`src/rtl/rs485_de_pkg.sv`:
```
package rs485_de_pkg;
  typedef enum logic [1:0] {
    ST_IDLE  = 2'd0,
    ST_LEAD  = 2'd1,
    ST_XFER  = 2'd2,
    ST_TRAIL = 2'd3
  } de_state_e;
endpackage

```
`src/rtl/rs485_dly_cnt.sv`:
```
module rs485_dly_cnt #(
  parameter int W = 5
) (
  input  logic         clk,
  input  logic         rst_n,
  input  logic         load,
  input  logic [W-1:0] load_val,
  input  logic         run,
  input  logic         tick,
  output logic         expire
);
  localparam logic [W-1:0] ONE = W'(1);
  logic [W-1:0] cnt_q;

  assign expire = run && tick && (cnt_q == ONE);

  always_ff @(posedge clk or negedge rst_n) begin
    if (!rst_n) begin
      cnt_q <= '0;
    end else if (load) begin
      cnt_q <= load_val;
    end else if (run && tick && (cnt_q != '0)) begin
      cnt_q <= cnt_q - ONE;
    end
  end
endmodule

```
`src/rtl/rs485_de_fsm.sv`:
```
module rs485_de_fsm
  import rs485_de_pkg::*;
(
  input  logic clk,
  input  logic rst_n,
  input  logic mode_en,
  input  logic tx_pend,
  input  logic frame_start,
  input  logic last_stop_done,
  input  logic lead_zero,
  input  logic trail_zero,
  input  logic lead_exp,
  input  logic trail_exp,
  output logic ld_lead,
  output logic ld_trail,
  output logic run_lead,
  output logic run_trail,
  output logic de_act,
  output logic start_ok,
  output logic tc
);
  de_state_e st_q, st_d;
  logic busy_q, busy_d;
  logic tc_d, set_tc;

  always_comb begin
    busy_d   = frame_start ? 1'b1 : (last_stop_done ? 1'b0 : busy_q);
    st_d     = st_q;
    ld_lead  = 1'b0;
    ld_trail = 1'b0;
    set_tc   = 1'b0;
    unique case (st_q)
      ST_IDLE: begin
        if (tx_pend) begin
          if (lead_zero) begin
            st_d = ST_XFER;
          end else begin
            st_d    = ST_LEAD;
            ld_lead = 1'b1;
          end
        end
      end
      ST_LEAD: begin
        if (lead_exp) st_d = ST_XFER;
      end
      ST_XFER: begin
        if (!busy_d && !tx_pend) begin
          if (trail_zero) begin
            st_d   = ST_IDLE;
            set_tc = 1'b1;
          end else begin
            st_d     = ST_TRAIL;
            ld_trail = 1'b1;
          end
        end
      end
      ST_TRAIL: begin
        if (tx_pend) begin
          st_d = ST_XFER;
        end else if (trail_exp) begin
          st_d   = ST_IDLE;
          set_tc = 1'b1;
        end
      end
      default: st_d = ST_IDLE;
    endcase
    if (!mode_en) begin
      st_d     = ST_IDLE;
      ld_lead  = 1'b0;
      ld_trail = 1'b0;
      set_tc   = last_stop_done && !tx_pend;
    end
    tc_d = tx_pend ? 1'b0 : (set_tc ? 1'b1 : tc);
  end

  always_ff @(posedge clk or negedge rst_n) begin
    if (!rst_n) begin
      st_q   <= ST_IDLE;
      busy_q <= 1'b0;
      tc     <= 1'b1;
    end else begin
      st_q   <= st_d;
      busy_q <= busy_d;
      tc     <= tc_d;
    end
  end

  assign run_lead  = (st_q == ST_LEAD);
  assign run_trail = (st_q == ST_TRAIL);
  assign de_act    = mode_en && (st_q != ST_IDLE);
  assign start_ok  = mode_en ? (st_q == ST_XFER) : 1'b1;
endmodule

```
`src/rtl/rs485_de_drive.sv`:
```
module rs485_de_drive (
  input  logic de_act,
  input  logic de_pol,
  output logic de_pin
);
  assign de_pin = de_pol ? de_act : ~de_act;
endmodule

```
`src/rtl/rs485_de_timer.sv`:
```
module rs485_de_timer #(
  parameter int DLY_W = 5
) (
  input  logic             clk,
  input  logic             rst_n,
  input  logic             tick,
  input  logic             mode_en,
  input  logic             de_pol,
  input  logic [DLY_W-1:0] lead_dly,
  input  logic [DLY_W-1:0] trail_dly,
  input  logic             tx_pend,
  input  logic             frame_start,
  input  logic             last_stop_done,
  output logic             de_pin,
  output logic             start_ok,
  output logic             tc
);
  localparam int NCNT = 2;

  logic [NCNT-1:0] ld, run, expire;
  logic [DLY_W-1:0] dly [NCNT];
  logic de_act;

  assign dly[0] = lead_dly;
  assign dly[1] = trail_dly;

  for (genvar i = 0; i < NCNT; i++) begin : g_cnt
    rs485_dly_cnt #(.W(DLY_W)) u_cnt (
      .clk      (clk),
      .rst_n    (rst_n),
      .load     (ld[i]),
      .load_val (dly[i]),
      .run      (run[i]),
      .tick     (tick),
      .expire   (expire[i])
    );
  end

  rs485_de_fsm u_fsm (
    .clk            (clk),
    .rst_n          (rst_n),
    .mode_en        (mode_en),
    .tx_pend        (tx_pend),
    .frame_start    (frame_start),
    .last_stop_done (last_stop_done),
    .lead_zero      (lead_dly == '0),
    .trail_zero     (trail_dly == '0),
    .lead_exp       (expire[0]),
    .trail_exp      (expire[1]),
    .ld_lead        (ld[0]),
    .ld_trail       (ld[1]),
    .run_lead       (run[0]),
    .run_trail      (run[1]),
    .de_act         (de_act),
    .start_ok       (start_ok),
    .tc             (tc)
  );

  rs485_de_drive u_drive (
    .de_act (de_act),
    .de_pol (de_pol),
    .de_pin (de_pin)
  );
endmodule

```
`config.mk`:
```
export PLATFORM = sky130hd
export DESIGN_NAME = rs485_de_timer
export DESIGN_NICKNAME = d
export VERILOG_FILES = /design/src/rtl/rs485_de_pkg.sv /design/src/rtl/rs485_dly_cnt.sv /design/src/rtl/rs485_de_fsm.sv /design/src/rtl/rs485_de_drive.sv /design/src/rtl/rs485_de_timer.sv
export SDC_FILE = /design/constraint.sdc
export NUM_CORES = 1
export LEC_CHECK = 0
export ABC_AREA = 1
export BUFFER_PORTS_ARGS = -buffer_cell sky130_fd_sc_hd__buf_2
export CELL_PAD_IN_SITES_DETAIL_PLACEMENT = 1
export CELL_PAD_IN_SITES_GLOBAL_PLACEMENT = 1
export CORE_MARGIN = 2
export CORE_UTILIZATION = 34
export CTS_CLUSTER_SIZE = 28
export DETAILED_ROUTE_END_ITERATION = 10
export HOLD_SLACK_MARGIN = 0.06
export PLACE_DENSITY = 0.79
export SLEW_MARGIN = 5
export SYNTH_ARGS = -nofsm -noshare
export SYNTH_HDL_FRONTEND = slang
export SYNTH_SLANG_ARGS = --single-unit
```
`constraint.sdc`:
```
create_clock -name clk -period 2.4 [get_ports clk]
set_input_delay 0.12 -clock clk [delete_from_list [all_inputs] [get_ports clk]]
set_output_delay 0.12 -clock clk [all_outputs]
set_load 0.03 [all_outputs]
```
### Word level (Yosys, flattened, before mapping)

Cells that the tools add are included.
Widths: inputs -> output; s select.

| word-level totals | value |
|---|---|
| register bits | 14 |
| input port bits | 18 |
| word-level logic and storage cells | 71 |

| operators by class | value |
|---|---|
| mux-type cells | 33 |
| eq/ne operators | 9 |
| bitwise operators | 1 |
| reduce and logical (&&, ||, !) cells | 21 |
| add/subtract/negate cells | 2 |

Operators with widths:

| operator | number |
|---|---|
| $mux 5 | 4 |
| $mux 1 | 19 |
| $mux 2 | 8 |
| $eq 5x1->1 const B | 2 |
| $logic_not 5->1 | 2 |
| $reduce_bool 5->1 | 2 |
| $sub 5x1->5 const B | 2 |
| $logic_and 1x1->1 | 9 |
| $pmux 2 s4 | 1 |
| $reduce_bool 2->1 | 4 |
| $ne 3x3->1 const B | 2 |
| $eq 2x2->1 const B | 2 |
| $ne 4x4->1 const B | 1 |
| $reduce_and 4->1 | 1 |
| $ne 3x2->1 const B | 1 |
| $eq 2x1->1 const B | 1 |
| $logic_not 1->1 | 2 |
| $logic_not 2->1 | 1 |
| $pmux 1 s2 | 1 |
| $not 1->1 | 1 |

### Depth between registers and ports, before layout

Gate-level depths: netlist (run 1).

| logic depth | value |
|---|---|
| depth in word-level cells | 9 |
| mapped depth | 11 |

### Hierarchy

From an unflattened synthesis (run 1), not the netlist that was laid out.

| unflattened totals | value |
|---|---|
| cells, all modules | 171 |
| area total of the unflattened synthesis | 1128.6 sq um |

Modules (own cells, without submodules):

| module | cells each | times used | area each (sq um) |
|---|---|---|---|
| rs485_dly_cnt | 48 | 2 | 364.1 |
| rs485_de_fsm | 56 | 1 | 329.1 |
| rs485_de_timer | 14 | 1 | 52.6 |
| rs485_de_drive | 5 | 1 | 18.8 |

### Worst setup path after synthesis (run 1)

Ideal clock, no wire load.

| timing path | value |
|---|---|
| kind | reg-to-output |
| start point | register u_fsm.st_q[0] |
| end point | output port de_pin |
| data arrival time | 1.351 ns |
| buffers on the path | 0 |
| slack | 0.929 ns |
| cell stages (with the launch flop) | 4 |
| path through | dfrtp_1 > nor2_1 > nor2_1 > xnor2_1 |

| on the way | value |
|---|---|
| longest elaborated chain between the ends | 4 |

Ends and longest elaborated chain:

| what | RTL line | text |
|---|---|---|
| from (decl) | rs485_de_fsm.sv:22 | `de_state_e st_q, st_d;` |
| from (signal assigned) | rs485_de_fsm.sv:82 | `st_q <= st_d;` |
| $reduce_bool 2->1 (*) | rs485_de_fsm.sv:90 | `assign de_act = mode_en && (st_q != ST_IDLE);` |
| $logic_and 1x1->1 (*) | rs485_de_fsm.sv:90 |  |
| $not 1->1 | rs485_de_drive.sv:6 | `assign de_pin = de_pol ? de_act : ~de_act;` |
| $mux 1 (*) | rs485_de_drive.sv:6 |  |
| to (decl) | rs485_de_timer.sv:14 | `output logic de_pin,` |

Every way passes the cells marked *; elsewhere a longest branch is shown, timed or not.

### Worst setup path after layout (run 1)

Same ends and word-level chain as after synthesis.

==> flow_summary.toml, run 1 <==
[outcome]
outcome = "finished, final reports clean"

[setup_path]
cp_cell_sequence = "nor2_1, nor2_1, xnor2_1, buf_2"
critical_path_buf_inv_count = 1
worstSetupPathDepth = 4
crit_required_ns = 2.28
timing.critical_path.to = "de_pin"
rr_endpoint = "u_fsm.st_q[0]"
r2r_setup_slack_ns = 0.94
reg2regPathDepth = 9
timing.critical_path.slowest_cell_delay_ns = 0.47
crit_slowest_cell = "sky130_fd_sc_hd__dfrtp_1"
end_kind = "output pin"
rr_startpoint = "g_cnt[1].u_cnt.cnt_q[1]"
cp_max_fo = 5
path_class = "reg2out"
critical_path.top_delay_family = "simple AND/OR/NAND/NOR gates"
cp_common_cell = "sky130_fd_sc_hd__nor2_1"
crit_start = "u_fsm.st_q[0]"
worst_ep_arrival_time_ns = 1.62
start_kind = "flip-flop"

[final_layout]
filler_cell_count = 444
layout.core_utilization_pct = 42.54
multiInputGateArea_um2 = 669.4
finish.instance_area_um2 = 1320
fraction_of_final_layout_cells_with_drive_strength_greater_than_1_pct = 20.94
area_growth_pct = 18.01
layoutNonFillerInstCount = 235
finish.net_count = 216
area.sequential_um2 = 351.6
antenna_cells = 0

[power_and_ir_drop]
worst_ir_drop_vdd_mv = 0.3880
p_leak_nw = 0.7022
switchingPower_uw = 620.8
internal_power_uw = 636.4
post-layout-total-power_mw = 1.257
seq_power_share_pct = 34.4
swShare_pct = 49.38
power.clock.fraction_pct = 11.7
pwr_density_cell_nw_per_um2 = 952.4
power.share.combinational_pct = 53.9

[synthesis]
synth_area_um2 = 1119
netlist_instances = 165
ys.warnings.count = 0
synth.lib_cells_used.distinct = 21
yosys.area.top_type = "sky130_fd_sc_hd__dfrtp_1"
synth.net_count = 189
post-synth-top-area-fraction_pct = 29.08
mean_area_per_synthesized_cell_um2 = 6.779
synthTopCellsByArea = "sky130_fd_sc_hd__dfrtp_1 (29%), sky130_fd_sc_hd__nand2_1 (17%), sky130_fd_sc_hd__nand3_1 (8.5%), sky130_fd_sc_hd__inv_1 (7.7%), sky130_fd_sc_hd__ha_1 (6.7%)"
most_instantiated_flip_flop_cell_in_the_synthesis_netlist = "sky130_fd_sc_hd__dfrtp_1"
number_of_synthesized_flops_with_an_enable_pin = 0
register_area_share_after_synthesis_pct = 31.43
synth_seq_cells = 14
synth_async_sr_flop_share_pct = 100.0

[drt]
dr_total_vias = 1090
detail-route-antenna-nets = 0
route.detailed.vias_per_inst = 4.638
drc_violation_count_after_routing = 0
detail_route.first_pass.iterations = 4
drt_first_iter_violations = 36
wl_per_cell_um = 12.51
drt-total-wl_um = 2940

[clock_tree]
clk_pin_slew_ns = 0.10
clock_root_buffer = "sky130_fd_sc_hd__clkbuf_4"
post_cts.repair.setup_buffers = 0
clock_insertion_delay_worst_skew_ns = 0.28
postCtsResizedCells = 0
cts-buffers-inserted = 3
ctsLongestPathBuffers = 2
cts.hold.buffers_added = 2
cts_tree = "built"
cts.sink_count = 14
htree_levels = 1

[sta]
post-route-worst-setup-slack_ns = 0.6551
fin_worst_skew_ns = 0.004964
max_slew_margin_pct = 69.59
setup_viol = 0
hold_violations = 0
worstMarginPinSlew_ns = 0.4545
max_freq_mhz = 573.1
final.hold.worst_slack_ns = 0.06497
final-max-slew-violation-count = 0
rsz0062_at_grt = "no"
tns_ns = 0
final_min_period_over_clock_period_pct = 72.70
min_period_ns = 1.745

[floorplan]
floorplan.die_area_um2 = 3764
initial_utilization_pct = 36.05
boundaryPins = 21
die_height_um = 61.36
die_width_um = 61.36
rows = 20
core_region_area_um2 = 3103

[global_route]
grt_antenna_before_repair = 0
grt_overflow_total = 0
grt_start_max_net_pins = 15
grt_use_total_pct = 17.83
first_global_vias = 1181
grt_pass1_wl_um = 5043

[placed_design]
numPortBuffers = 20
place_congestion = 0.8571
detailed_place.area_um2 = 1274
detailedPlace.worstSlack_ns = 0.9297
post-dp-hpwl_um = 2468
numPlacedInstances = 229

[flow_run]
cap_viol_max_count = 0

[hold_path]
hold_class = "in2reg"
## worst reg2reg max path: stages, from the launching register on
cell                      delay (ns)
sky130_fd_sc_hd__dfrtp_1        0.41
sky130_fd_sc_hd__inv_1          0.11
sky130_fd_sc_hd__ha_1           0.15
sky130_fd_sc_hd__inv_1          0.04
sky130_fd_sc_hd__nor2_1         0.11
sky130_fd_sc_hd__nand3_2        0.11
sky130_fd_sc_hd__nand3_1        0.09
sky130_fd_sc_hd__nand2_1        0.09
sky130_fd_sc_hd__o21ai_0        0.19
sky130_fd_sc_hd__nand2_1        0.07
## power groups by stage
stage               combinational [mW]  clock, mW  sequential, mW
global route                     0.783      0.162           0.447
floorplan                        0.517          0           0.411
global placement                 0.636          0           0.429
CTS                              0.686      0.152           0.431
finish                           0.677      0.147           0.433
detailed placement               0.682          0           0.434
## state kept, by name (all words and copies together), names as in the netlist
name and count:
g_cnt.u_cnt.cnt_q 10, u_fsm.busy_q 1, u_fsm.st_q 2, u_fsm.tc 1
## cells by family after synthesis
group	count (synthesis)	share of synthesized area (%)
AOI/OAI and AO/OA	15	6.711
xor gates and xnor gates	5	3.915
adders and majority gates	6	6.711
buffers and inverters	26	8.725
DFF	14	31.43
and+or+nand+nor	99	42.51
## how the worst min path moves through the flow
stage	startpoint	endpoint	slack [ns]	depth (start not counted)
2_1_floorplan	rst_n	g_cnt[0].u_cnt.cnt_q[0]	-0.18	0
3_3_place_gp	rst_n	g_cnt[1].u_cnt.cnt_q[3]	0.04	1
3_5_place_dp	rst_n	g_cnt[1].u_cnt.cnt_q[3]	0.05	1
4_1_cts	frame_start	u_fsm.busy_q	0.06	3
5_1_grt	frame_start	u_fsm.busy_q	0.08	3
6_report	frame_start	u_fsm.busy_q	0.06	3
## metal layers
metal	share of wire (%)	GRT usage (%)
met1	49	23.01
met2	47	31.31
met5	0	0
met3	2.9	2.731
met4	0.65	4.255
## cells in the final DEF (no fill, tap or decap), drive strengths merged
cell type / synthesis / routed
xor2: 4 / 4
nor2: 19 / 19
dlygate4sd3: 0 / 2
buf: 0 / 20
o21ai: 5 / 5
clkbuf: 0 / 4
a21oi: 10 / 10
nor3: 3 / 3
dfrtp: 13 / 13
nand3: 20 / 20
or2: 2 / 2
xnor2: 1 / 1
nand2: 53 / 53
inv: 26 / 26
nand4: 2 / 2
ha: 6 / 6
dfstp: 1 / 1
## synthesized netlist by cell type (all sizes together), types with 2 or more instances
cell type and n:
nor2 19, inv 26, ha 6, nand2 53, or2 2, a21oi 10
xor2 4, dfrtp 13, nand3 20, nor3 3, nand4 2, o21ai 5
## final cells by class
cell class | count | share of cell area, %
timing repair buffer | 22 | 9.099
tap | 44 | 4.171
inverter | 26 | 7.393
clock buffer | 4 | 1.991
sequential | 14 | 26.63
multi-input combinational | 125 | 50.71
Power figures use the tool's default switching activity.
==> inputs of run 2 (changes only) <==
==> constraint.sdc (replaced) <==
create_clock -name clk -period 1.8 [get_ports clk]
set_input_delay 0.09 -clock clk [delete_from_list [all_inputs] [get_ports clk]]
set_output_delay 0.09 -clock clk [all_outputs]
set_load 0.03 [all_outputs]
==> run 2 against run 1 <==
  * Count of clock-buffer cells in the layout stayed put
  * Clock skew is 0.0029 ns lower
  * Final cell count is 4.7% higher
  * Core utilization is 4.0 points higher
  * Sequential share of layout area is 2.3 points lower
  * Sequential power is 33% higher
  * Sequential cell count stayed put
  * Register-to-register slack worse by 0.63 ns
  * Worst hold slack better by 0.038 ns
  * Critical endpoint unchanged
==> flow_summary.toml, run 2 (synthesis results as in run 1) <==
[setup_path]
reg2regPathDepth = 9
end_kind = "output pin"
start_kind = "flip-flop"
crit_slowest_cell = "sky130_fd_sc_hd__dfrtp_1"
cp_max_fo = 5
rr_endpoint = "u_fsm.st_q[0]"
r2r_setup_slack_ns = 0.31
crit_required_ns = 1.71
rr_startpoint = "g_cnt[1].u_cnt.cnt_q[1]"
crit_start = "u_fsm.st_q[0]"
timing.critical_path.slowest_cell_delay_ns = 0.47
path_class = "reg2out"
worst_ep_arrival_time_ns = 1.50
cp_cell_sequence = "nor2_2, nor2_1, xnor2_1, buf_2"

[placed_design]
place_congestion = 0.9101
numPortBuffers = 20
post-dp-hpwl_um = 2420
detailed_place.area_um2 = 1274

[floorplan]
die_height_um = 61.36
rows = 20
boundaryPins = 21
initial_utilization_pct = 36.05
core_region_area_um2 = 3103
die_width_um = 61.36
floorplan.die_area_um2 = 3764

[sta]
fin_worst_skew_ns = 0.002056
tns_ns = 0
max_slew_margin_pct = 75.75
final.hold.worst_slack_ns = 0.1030
final-max-slew-violation-count = 0
setup_viol = 0
max_freq_mhz = 629.8
hold_violations = 0
rsz0062_at_grt = "no"
min_period_ns = 1.588
final_min_period_over_clock_period_pct = 88.21
worstMarginPinSlew_ns = 0.3637

[hold_path]
holdCritStartpoint = "last_stop_done"
hold_class = "in2reg"
timing.hold.worst_path_depth = 3
holdPathEnd = "u_fsm.tc"

[global_route]
grt_overflow_total = 0
grt_pass1_wl_um = 5651
grt_antenna_before_repair = 0
grt_use_total_pct = 20.19
grt_start_max_net_pins = 15
first_global_vias = 1317

[clock_tree]
clk_pin_slew_ns = 0.09
clock_root_buffer = "sky130_fd_sc_hd__clkbuf_4"
cts.sink_count = 14
clock_insertion_delay_worst_skew_ns = 0.30
ctsLongestPathBuffers = 2
cts_tree = "built"
htree_levels = 1
cts-buffers-inserted = 3

[drt]
route.detailed.vias_per_inst = 4.793
drt-total-wl_um = 3272
highest_signal_layer = "met4"
dr_wl_met3_um = 122
detail-route-antenna-nets = 0
dr_total_vias = 1179
drc_violation_count_after_routing = 0
wl_per_cell_um = 13.30
detail_route.first_pass.iterations = 4
route.met2.wl_um = 1697
drt_first_iter_violations = 25
route.layer.met1.wl_um = 1429

[final_layout]
layout.cells.most_common = "sky130_fd_sc_hd__nand2_1"
area_growth_pct = 28.97
layout.cells.most_common_list = "sky130_fd_sc_hd__nand2_1 (50), sky130_fd_sc_hd__inv_1 (23), sky130_fd_sc_hd__buf_2 (20)"
largest_register_ff_count = 10
reg_with_most_ffs = "g_cnt.u_cnt.cnt_q"
largestRegisters = "g_cnt.u_cnt.cnt_q: 10 flops, u_fsm.st_q: 2 flops"
antenna_cells = 0
finish.net_count = 227
finish.instance_area_um2 = 1443
fraction_of_final_layout_cells_with_drive_strength_greater_than_1_pct = 20.79

[power_and_ir_drop]
p_leak_nw = 0.7545
worst_ir_drop_vdd_mv = 0.5603
pwr_density_cell_nw_per_um2 = 1222
post-layout-total-power_mw = 1.763

[flow_run]
cap_viol_max_count = 0

[outcome]
outcome = "finished, final reports clean"
-- run 2: changes by cell type in the layout (fill, tap and decap cells not counted) --
cell | before | now
sky130_fd_sc_hd__nor2_2 | 3 | 4
sky130_fd_sc_hd__clkbuf_1 | 1 | 0
sky130_fd_sc_hd__clkbuf_8 | 0 | 1
sky130_fd_sc_hd__dlygate4sd3_1 | 2 | 13
sky130_fd_sc_hd__nor2_1 | 12 | 11
-- run 2: critical path: cells and delay by family (launching register included) --
| family | cells | cell delay (ns) |
|---|---|---|
| flip-flops | 1 | 0.47 |
| AND/OR/NAND/NOR | 2 | 0.37 |
| buffers and inverters | 1 | 0.22 |
| XOR/XNOR | 1 | 0.14 |
-- run 2: how the worst max path moves through the flow --
stage	cells after the start	slack, ns	endpoint
final	4	0.21	de_pin
after global routing	4	0.13	de_pin
after CTS	4	0.08	de_pin
after detailed placement	9	0.37	u_fsm.st_q[0]
after global placement	7	0.41	g_cnt[1].u_cnt.cnt_q[1]
after floorplan	3	0.36	de_pin
-- run 2: cell type report --
| type | instances | area, um^2 |
|---|---|---|
| Sequential cell | 14 | 351.6 |
| Multi-Input combinational cell | 125 | 671.9 |
| Fill cell | 433 | 1660 |
| Inverter | 26 | 97.59 |
| Tap cell | 44 | 55.05 |
| Clock buffer | 4 | 36.28 |
| Timing Repair Buffer | 33 | 230.2 |
-- run 2: where the power goes --
part	switching [mW]	leakage [nW]	internal, mW
Combinational	0.602	0.564	0.340
Sequential	0.132	0.170	0.443
Clock	0.123	0.0210	0.124
-- run 2: what timing repair did --
action,in CTS,in global routing
buffers inserted,0,0
endpoints found under the setup margin,0,1
hold endpoints to repair,26,0
hold buffers,13,0
gates resized for setup,0,1
-- run 2: routing by layer --
| metal | GRT usage (%) | up-vias |
|---|---|---|
| met5 | 0 | - |
| met4 | 3.343 | 0 |
| met3 | 4.412 | 3 |
| met2 | 38.15 | 26 |
| met1 | 23.61 | 557 |
| li1 | - | 593 |
-- run 2: metrics by stage --
step	util (%)	instances	setup WS, ns
after floorplan	-	165	0.3594
after global placement	41.05	229	0.4095
after detailed placement	41.05	229	0.3748
after CTS	46.41	246	0.07891
after global routing	46.49	246	0.1334
final	46.49	246	0.2123
==> inputs of run 3 (changes only) <==
--- a/config.mk
+++ b/config.mk
@@ -18,4 +18,5 @@
 export SLEW_MARGIN = 5
 export SYNTH_ARGS = -nofsm -noshare
 export SYNTH_HDL_FRONTEND = slang
+export SYNTH_HIERARCHICAL = 1
 export SYNTH_SLANG_ARGS = --single-unit
==> run 3 against run 2 <==
  * Core utilization down 1.3 points
  * Global-route usage down 2.7 points
  * Worst hold slack got worse by 0.033 ns
  * Routed wire length down 7.9%
  * Clock skew is 0.0061 ns higher
  * Design area is 2.8% lower
  * Via count fell by 1.5%
  * Critical endpoint is now g_cnt[1].u_cnt/cnt_q[3]
  * Largest power group unchanged
  * Register-to-register slack lost 0.11 ns
==> flow_summary.toml, run 3 <==
[synthesis]
adder_cell_area_share_of_the_yosys_netlist_pct = 4.435
synth_area_um2 = 1129
synth_async_sr_flop_share_pct = 100.0
register_area_share_after_synthesis_pct = 31.15
synth.lib_cells_used.distinct = 20
yosys.area.top_type = "sky130_fd_sc_hd__dfrtp_1"
synth.net_count = 193
synth_xor_xnor_area_share_pct = 1.552
yosysMostFrequentCell = "sky130_fd_sc_hd__nand2_1"
number_of_synthesized_flops_with_an_enable_pin = 0
ys.warnings.count = 6
synth_simple_gate_area_share_pct = 42.79
synth_compound_gate_area_share_pct = 7.761
most_instantiated_flip_flop_cell_in_the_synthesis_netlist = "sky130_fd_sc_hd__dfrtp_1"
synthTopCellsByArea = "sky130_fd_sc_hd__dfrtp_1 (29%), sky130_fd_sc_hd__nand2_1 (16%), sky130_fd_sc_hd__nand3_1 (10%), sky130_fd_sc_hd__inv_1 (8.0%), sky130_fd_sc_hd__nor2_1 (6.7%)"
synth_seq_cells = 14
synthMuxAreaShare_pct = 0
mean_area_per_synthesized_cell_um2 = 6.600
netlist_top_cells_count = "sky130_fd_sc_hd__nand2_1 (47), sky130_fd_sc_hd__inv_1 (24), sky130_fd_sc_hd__nand3_1 (23)"
post-synth-top-area-fraction_pct = 28.82
netlist_instances = 171
dominant_combinational_cell_family_by_area_after_synthesis = "simple AND/OR/NAND/NOR gates"

[placed_design]
detailed_place.area_um2 = 1276
numPlacedInstances = 235
place_congestion = 0.7946
numPortBuffers = 20
post-dp-hpwl_um = 2296

[setup_path]
end_kind = "flip-flop"
worst_ep_arrival_time_ns = 1.91
start_kind = "input port"
path_class = "in2reg"
rr_startpoint = "u_fsm/st_q[0]"
reg2regPathDepth = 8
crit_start = "trail_dly[3]"
r2r_setup_slack_ns = 0.20
rr_endpoint = "g_cnt[0].u_cnt/cnt_q[1]"
cp_max_fo = 9
crit_required_ns = 2.02
timing.critical_path.to = "g_cnt[1].u_cnt/cnt_q[3]"

[final_layout]
fraction_of_final_layout_cells_with_drive_strength_greater_than_1_pct = 24.02
layout.core_utilization_pct = 45.20
filler_cell_count = 453
antenna_cells = 0
largest_register_ff_count = 10
layout.cells.most_common_list = "sky130_fd_sc_hd__nand2_1 (47), sky130_fd_sc_hd__inv_1 (24), sky130_fd_sc_hd__nand3_1 (23)"
layout.cells.most_common = "sky130_fd_sc_hd__nand2_1"
finish.instance_area_um2 = 1403
finish.net_count = 227
reg_with_most_ffs = "g_cnt.u_cnt/cnt_q"
largestRegisters = "g_cnt.u_cnt/cnt_q: 10 flops, u_fsm/st_q: 2 flops"
area_growth_pct = 24.28
layoutNonFillerInstCount = 248

[global_route]
grt_start_max_net_pins = 15
grt_pass1_wl_um = 4961
grt_use_total_pct = 17.47
grt_antenna_before_repair = 0
grt_overflow_total = 0
first_global_vias = 1177

[clock_tree]
cts.sink_count = 14
clock_root_buffer = "sky130_fd_sc_hd__clkbuf_4"
htree_levels = 1
cts.hold.buffers_added = 9
postCtsResizedCells = 0
cts-buffers-inserted = 3
clk_pin_slew_ns = 0.10
ctsLongestPathBuffers = 2
clock_insertion_delay_worst_skew_ns = 0.29
cts_tree = "built"
post_cts.repair.setup_buffers = 0

[sta]
final-max-slew-violation-count = 0
worstMarginPinSlew_ns = 0.3698
hold_violations = 0
tns_ns = 0
min_period_ns = 1.692
max_slew_margin_pct = 75.35
setup_viol = 0
rsz0062_at_grt = "no"
final_min_period_over_clock_period_pct = 93.98
fin_worst_skew_ns = 0.008141
max_freq_mhz = 591.1

[drt]
drt-total-wl_um = 3012
wl_per_cell_um = 12.15
detail-route-antenna-nets = 0
route.detailed.vias_per_inst = 4.681
drt_first_iter_violations = 26
detail_route.first_pass.iterations = 4
dr_total_vias = 1161
drc_violation_count_after_routing = 0

[power_and_ir_drop]
post-layout-total-power_mw = 1.809
p_leak_nw = 0.7436
pwr_density_cell_nw_per_um2 = 1290
worst_ir_drop_vdd_mv = 0.5895

[floorplan]
rows = 20
die_width_um = 61.62
initial_utilization_pct = 36.37
floorplan.die_area_um2 = 3796
boundaryPins = 21
core_region_area_um2 = 3103
die_height_um = 61.62

[flow_run]
cap_viol_max_count = 0

[hold_path]
holdCritStartpoint = "last_stop_done"
hold_class = "in2reg"

[outcome]
outcome = "finished, final reports clean"
-- run 3: cell count changes after synthesis, sizes merged, moves of 4 or more --
cell / delta
nand3: +5
nor2: +5
inv: +5
a21oi: -6
xor2: -4
o21ai: +4
-- run 3: cell families (layout without fill, tap and decap cells) --
logic type               count (synthesis)  after routing
flip-flops                              14             14
AO/OA/AOI/OAI                           14             14
buffers and inverters                   33             66
AND/OR/NAND/NOR                        104            104
XOR/XNOR                                 2              2
adder cells (fa/ha/maj)                  4              4
-- run 3: report_power, final --
group / leakage, nW / switching [mW] / internal (mW)
Sequential: 0.172 / 0.134 / 0.446
Combinational: 0.551 / 0.607 / 0.383
Clock: 0.0210 / 0.116 / 0.123
-- run 3: cell type report --
type	count	area (um^2)	share of cell area, %
flip-flops and latches	14	351.6	25.07
multi-input cells	124	638.1	45.49
inverters	31	116.4	8.296
well taps	44	55.05	3.925
repair buffers	31	205.2	14.63
clock buffers	4	36.28	2.587
-- run 3: worst min-delay path by stage --
stage,end,slack [ns],cells past startpoint
after global placement,g_cnt[1].u_cnt/cnt_q[3],0.02,1
after floorplan,g_cnt[0].u_cnt/cnt_q[0],-0.21,0
after CTS,u_fsm/busy_q,0.07,4
after global routing,u_fsm/busy_q,0.08,4
final,u_fsm/busy_q,0.07,4
after detailed placement,g_cnt[1].u_cnt/cnt_q[3],0.03,1
-- run 3: metrics by stage --
step           hold slack, ns  setup WS (ns)
2_1_floorplan         -0.2056         0.4024
3_3_place_gp          0.01851         0.3021
3_5_place_dp          0.02602         0.2535
4_1_cts               0.06527         0.2079
5_1_grt               0.08471      0.0004881
6_report              0.07043         0.1083
-- run 3: critical path: stages --
cell	delay [ns]
sky130_fd_sc_hd__dlygate4sd3_1	0.55
sky130_fd_sc_hd__buf_2	0.14
sky130_fd_sc_hd__nor2_1	0.14
sky130_fd_sc_hd__nand2_1	0.09
sky130_fd_sc_hd__nor2_1	0.14
sky130_fd_sc_hd__inv_1	0.06
sky130_fd_sc_hd__nand2_1	0.09
sky130_fd_sc_hd__nor3_1	0.06
sky130_fd_sc_hd__buf_4	0.17
sky130_fd_sc_hd__inv_2	0.11
sky130_fd_sc_hd__nand2_1	0.07
sky130_fd_sc_hd__nor2_1	0.08
sky130_fd_sc_hd__nand2_1	0.05
sky130_fd_sc_hd__nand3_1	0.06
-- run 3: layer usage --
metal  up-vias  global-route usage, %  wire (um)
li1        593                      -          -
met1       556                  20.54       1410
met2        10                  33.08       1538
met3         2                  2.731         50
met4         0                  3.647         13
met5         -                      0          0
